===== src/rtl/pg_pkg.sv =====
`timescale 1ns/1ps
package pg_pkg;
  // Index of each request source in the latched request vector.
  localparam int REQ_DAQ = 0;
  localparam int REQ_RO  = 1;
  localparam int NUM_REQ = 2;

  typedef logic [NUM_REQ-1:0] req_vec_t;
endpackage


===== src/rtl/pg_req_latch.sv =====
`timescale 1ns/1ps
// Request flop: asynchronous set, synchronous clear on the slow clock.
module pg_req_latch (
  input  logic clk,
  input  logic rst,
  input  logic set_i,
  input  logic clr_i,
  output logic q_o
);
  always_ff @(posedge clk or posedge set_i) begin
    if (set_i)
      q_o <= 1'b1;
    else if (rst || clr_i)
      q_o <= 1'b0;
  end

  // a latched request stays latched until a clear is seen at an edge
  a_r7_hold_until_clear: assert property (@(posedge clk) disable iff (rst)
    (q_o && !clr_i) |=> q_o);
endmodule


===== src/rtl/pg_enable_sync.sv =====
`timescale 1ns/1ps
// Builds the receiver and clock enables from the internal power-on.
// Receiver enables start asynchronously. Clock enables start through a
// synchronizer chain. Both are cleared on the same edge when power-on is low.
module pg_enable_sync #(
  parameter int N_LVDS      = 2,
  parameter int N_CLK       = 2,
  parameter int SYNC_STAGES = 2
) (
  input  logic              clk,
  input  logic              rst,
  input  logic              on_i,
  input  logic              arm_i,
  output logic [N_LVDS-1:0] lvds_en_o,
  output logic [N_CLK-1:0]  clk_en_o
);
  localparam int CHAIN = (SYNC_STAGES > 1) ? SYNC_STAGES - 1 : 1;

  logic chain_q [CHAIN];

  generate
    for (genvar i = 0; i < CHAIN; i++) begin : g_stage
      if (i == 0) begin : g_head
        always_ff @(posedge clk) begin
          if (rst || !on_i)
            chain_q[0] <= 1'b0;
          else
            chain_q[0] <= 1'b1;
        end
      end else begin : g_body
        always_ff @(posedge clk) begin
          if (rst || !on_i)
            chain_q[i] <= 1'b0;
          else
            chain_q[i] <= chain_q[i-1];
        end
      end
    end

    // Last synchronizer stage, one copy per clock enable output.
    for (genvar k = 0; k < N_CLK; k++) begin : g_clk_copy
      logic en_q;
      always_ff @(posedge clk) begin
        if (rst || !on_i)
          en_q <= 1'b0;
        else
          en_q <= chain_q[CHAIN-1];
      end
      assign clk_en_o[k] = en_q;
    end

    // Receiver enables: set at once by a raw request, cleared with the clocks.
    for (genvar k = 0; k < N_LVDS; k++) begin : g_lvds_copy
      logic en_q;
      always_ff @(posedge clk or posedge arm_i) begin
        if (arm_i)
          en_q <= 1'b1;
        else if (rst || !on_i)
          en_q <= 1'b0;
      end
      assign lvds_en_o[k] = en_q;
    end
  endgenerate

  // power-on low at an edge leaves every clock enable low after it
  a_r5_clk_off_after_release: assert property (@(posedge clk) disable iff (rst)
    !on_i |=> (clk_en_o == '0));

  // a clock enable only rises after power-on was held for two edges
  a_r3_clk_start_latency: assert property (@(posedge clk) disable iff (rst)
    $rose(clk_en_o[0]) |-> (on_i && $past(on_i)));
endmodule


===== src/rtl/pg_ro_launch.sv =====
`timescale 1ns/1ps
// Issues a one-cycle start pulse per readout request once clocks are running.
module pg_ro_launch (
  input  logic clk,
  input  logic rst,
  input  logic req_i,
  input  logic clk_on_i,
  output logic go_o
);
  logic issued_q;

  always_ff @(posedge clk) begin
    if (rst || !req_i) begin
      go_o     <= 1'b0;
      issued_q <= 1'b0;
    end else begin
      go_o <= clk_on_i && !issued_q;
      if (clk_on_i)
        issued_q <= 1'b1;
    end
  end

  // the launch pulse lasts a single cycle
  a_r9_single_cycle: assert property (@(posedge clk) disable iff (rst)
    go_o |=> !go_o);

  // the launch pulse only appears while the clocks are enabled
  a_r9_needs_clock: assert property (@(posedge clk) disable iff (rst)
    go_o |-> clk_on_i);
endmodule


===== src/rtl/dig_power_gate.sv =====
`timescale 1ns/1ps
module dig_power_gate
  import pg_pkg::*;
#(
  parameter int N_LVDS      = 2,
  parameter int N_CLK       = 2,
  parameter int SYNC_STAGES = 2
) (
  input  logic              clk,
  input  logic              rst,
  input  logic              daq_on,
  input  logic              ro_start,
  input  logic              ro_done,
  output logic              pwr_on,
  output logic [N_LVDS-1:0] lvds_en,
  output logic [N_CLK-1:0]  clk_en,
  output logic              ro_go
);
  req_vec_t req_q;
  logic     arm;

  // Acquisition request: released when the input drops.
  pg_req_latch u_daq_req (
    .clk   (clk),
    .rst   (rst),
    .set_i (daq_on),
    .clr_i (!daq_on),
    .q_o   (req_q[REQ_DAQ])
  );

  // Readout request: set by the chain pulse, released at end of readout.
  pg_req_latch u_ro_req (
    .clk   (clk),
    .rst   (rst),
    .set_i (ro_start),
    .clr_i (ro_done),
    .q_o   (req_q[REQ_RO])
  );

  assign pwr_on = |req_q;
  assign arm    = daq_on | ro_start;

  pg_enable_sync #(
    .N_LVDS      (N_LVDS),
    .N_CLK       (N_CLK),
    .SYNC_STAGES (SYNC_STAGES)
  ) u_en (
    .clk       (clk),
    .rst       (rst),
    .on_i      (pwr_on),
    .arm_i     (arm),
    .lvds_en_o (lvds_en),
    .clk_en_o  (clk_en)
  );

  pg_ro_launch u_launch (
    .clk      (clk),
    .rst      (rst),
    .req_i    (req_q[REQ_RO]),
    .clk_on_i (clk_en[0]),
    .go_o     (ro_go)
  );

  // copies move together and clocks never run without receivers
  a_r6_lockstep: assert property (@(posedge clk) disable iff (rst)
    (clk_en != '0) |-> (clk_en == '1 && lvds_en == '1));

  // a held acquisition input keeps power-on high
  a_r4_daq_keeps_power: assert property (@(posedge clk) disable iff (rst)
    daq_on |=> pwr_on);
endmodule


===== config.mk =====
export PLATFORM = sky130hd
export DESIGN_NAME = dig_power_gate
export DESIGN_NICKNAME = d
export VERILOG_FILES = /design/src/rtl/pg_pkg.sv /design/src/rtl/pg_req_latch.sv /design/src/rtl/pg_enable_sync.sv /design/src/rtl/pg_ro_launch.sv /design/src/rtl/dig_power_gate.sv
export SDC_FILE = /design/constraint.sdc
export NUM_CORES = 1
export LEC_CHECK = 0
export ABC_AREA = 1
export BUFFER_PORTS_ARGS = -buffer_cell sky130_fd_sc_hd__buf_2
export CAP_MARGIN = 20
export CORE_AREA = 2 2 39 41
export DETAILED_ROUTE_END_ITERATION = 6
export DIE_AREA = 0 0 41 43
export PLACE_DENSITY_LB_ADDON = 0.15
export SYNTH_ARGS = -nofsm -noshare
export SYNTH_HDL_FRONTEND = slang
export SYNTH_HIERARCHICAL = 1
export SYNTH_SLANG_ARGS = --single-unit

===== constraint.sdc =====
create_clock -name clk -period 2.01 [get_ports clk]
set_clock_uncertainty 0.2 [all_clocks]
set_input_delay 0.201 -clock clk [delete_from_list [all_inputs] [get_ports clk]]
set_output_delay 0.201 -clock clk [all_outputs]
set_load 0.005 [all_outputs]

==> run metrics <==
Synth cell types=9; hold path start=u_en/chain_q[0]; hold slack=207 ps; setup TNS=0 ps; core region area=1380 µm²; share of post-route cells with drive strength above 1=38.9%; worst r2r src=u_ro_req/q_o; Final Wtd Congestion=0.583; DIE AREA=1760 µm²; Clock Sinks=7; vias in the first global route=220; input/output buffers=10; fmax=0.650 GHz; Finish-stage setup viols=0; FP Rows=14; 1st-iter DRT viols=3; syn_nets=45; Worst Path Max Fanout=4; post-DP HPWL=355 µm; Initial Util=22.2%; first-pass GRT wire length=828 µm; hold path endpoint=u_en/g_clk_copy[1].en_q; Worst Hold Class=flip-flop to flip-flop; metal2 WL=237 µm; Top Ports=11; clk buf depth=2; R2R cell count=3; CP arrival=1530 ps; Pwr Density=686 nW/µm²; share of the yosys chip area belonging to registers=51.6%; largest net degree at the start of global routing=5; via count=228; reg2reg end=u_ro_req/q_o; r2r setup slk=540 ps; Die X=41 µm; Final ANT Viol Nets=0; met3 routed WL=31 µm; Fillers=153; Worst Tran Pin Value=120 ps; WHS Path Cells=2; synthesized instance count=40; Synth Register Bits=7; area delta synth->final=34.6%; cell leakage power=0.225 nW; post-CTS resize count=0; Wirelength per Cell=7.04 µm; Multi-input gate area=62.6 µm²; commonest non-fill, non-tap cell in the layout=inv_1; Worst Path Class, Setup=input port to flip-flop; vias per cell=3.26; Final Hold Vio Count=0; clk slew on worst S/H paths=50 ps; ANT cells=0; Routed WL=493 µm; Ys Warns=6; Syn Std Cell Area=308 µm²; RSZ-0062 raised after global routing=false; maxcap violations=0; Total GRT Usage=7.76%; crit share post-route=76.6%; Max H-tree Level=1; VDD IR-drop max=0.256 mV; Met1 Wirelength=224 µm; Slew headroom=92.0%; crit end category=flip-flop; DRC=0; Crit path required time=2000 ps; Tmin final=1540 ps; worst skew pair latency=250 ps; Die H=43 µm; Max Slew Vio Count=0; commonest cells after routing, fill and taps aside=14 x inv_1, 10 x buf_2, 5 x nand2_1, 5 x nor2_1; CP startpoint kind=input port; CTS Buf Count=3; Mean Syn Cell Area=7.69 µm²; clock root buffer=clkbuf_4; GRT overflow=0; register area=159 µm²; Max Used Layer=met3; initial antenna violation count=0; fin nets=60; status=finished clean; clock tree from TritonCTS=yes; drt pass-1 iters=3
==> worst max-delay path, cell delays in order <==
cell and delay, ps:
dlygate4sd3_1 540, buf_2 150, nor2_2 90, dlygate4sd3_1 550
==> synthesized netlist by cell type <==
| cell type | number | area [µm²] |
|---|---|---|
| nor2_1 | 5 | 18.8 |
| nand2_2 | 2 | 12.5 |
| nand2_1 | 5 | 18.8 |
| dfstp_2 | 3 | 78.8 |
| nor2_2 | 2 | 12.5 |
| buf_4 | 4 | 30.0 |
| inv_1 | 14 | 52.6 |
| inv_2 | 1 | 3.75 |
| dfxtp_1 | 4 | 80.1 |
==> kinds of logic (layout without fill, tap and decap cells) <==
logic type	after synthesis	after routing	share of synthesized area [%]
and+or+nand+nor	14	14	20.3
DFF	7	7	51.6
buffers and inverters	19	33	28.0
==> worst max path at each step <==
stage	from	endpoint	slack, ps	cells after the start
floorplan	u_ro_req/q_o	u_en/g_lvds_copy[1].en_q	970	4
global placement	u_ro_req/q_o	pwr_on	870	3
detailed placement	u_ro_req/q_o	pwr_on	860	3
CTS	rst	u_ro_req/q_o	500	4
global route	rst	u_ro_req/q_o	450	4
finish	rst	u_ro_req/q_o	470	4
==> flip-flops by register name, summed over array words and instances, names as in the netlist <==
register / cells
u_daq_req/q_o: 1
u_en/g_lvds_copy.en_q: 1
u_launch/issued_q: 1
u_ro_req/q_o: 1
u_launch/go_o: 1
u_en/chain_q: 1
u_en/g_clk_copy.en_q: 1
==> stage by stage <==
stage               utilization, %  cells  power [mW]  setup slack [ps]  instance area, µm²
floorplan                        -     40       0.148               966                 308
global placement              25.1     62       0.154               865                 348
detailed placement            25.1     62       0.154               863                 348
CTS                           29.9     70       0.293               502                 414
global route                  29.9     70       0.304               450                 414
finish                        29.9     70       0.284               471                 414
==> metal layers <==
metal / up-vias / GRT usage, %
li1: 128 / -
met1: 92 / 8.79
met2: 8 / 10.0
met3: 0 / 3.14
met4: 0 / 8.00
met5: - / 0
==> cell type report <==
| type | count | area share (%) |
|---|---|---|
| sequential | 7 | 38.4 |
| timing repair buffer | 14 | 21.8 |
| multi-input combinational | 14 | 15.1 |
| inverter | 15 | 13.6 |
| clock buffer | 4 | 6.34 |
| tap | 16 | 4.83 |
==> power by group <==
part	leakage (nW)	internal [mW]	switching, mW
clock	0.0150	0.0758	0.0530
combinational	0.147	0.00844	0.00684
sequential	0.0632	0.140	0
==> what timing repair did <==
action                    CTS  global route
hold endpoints to repair    5             0
hold buffers                4             0
setup buffers               0             0
Note: power is estimated with default switching activity, not from simulation.
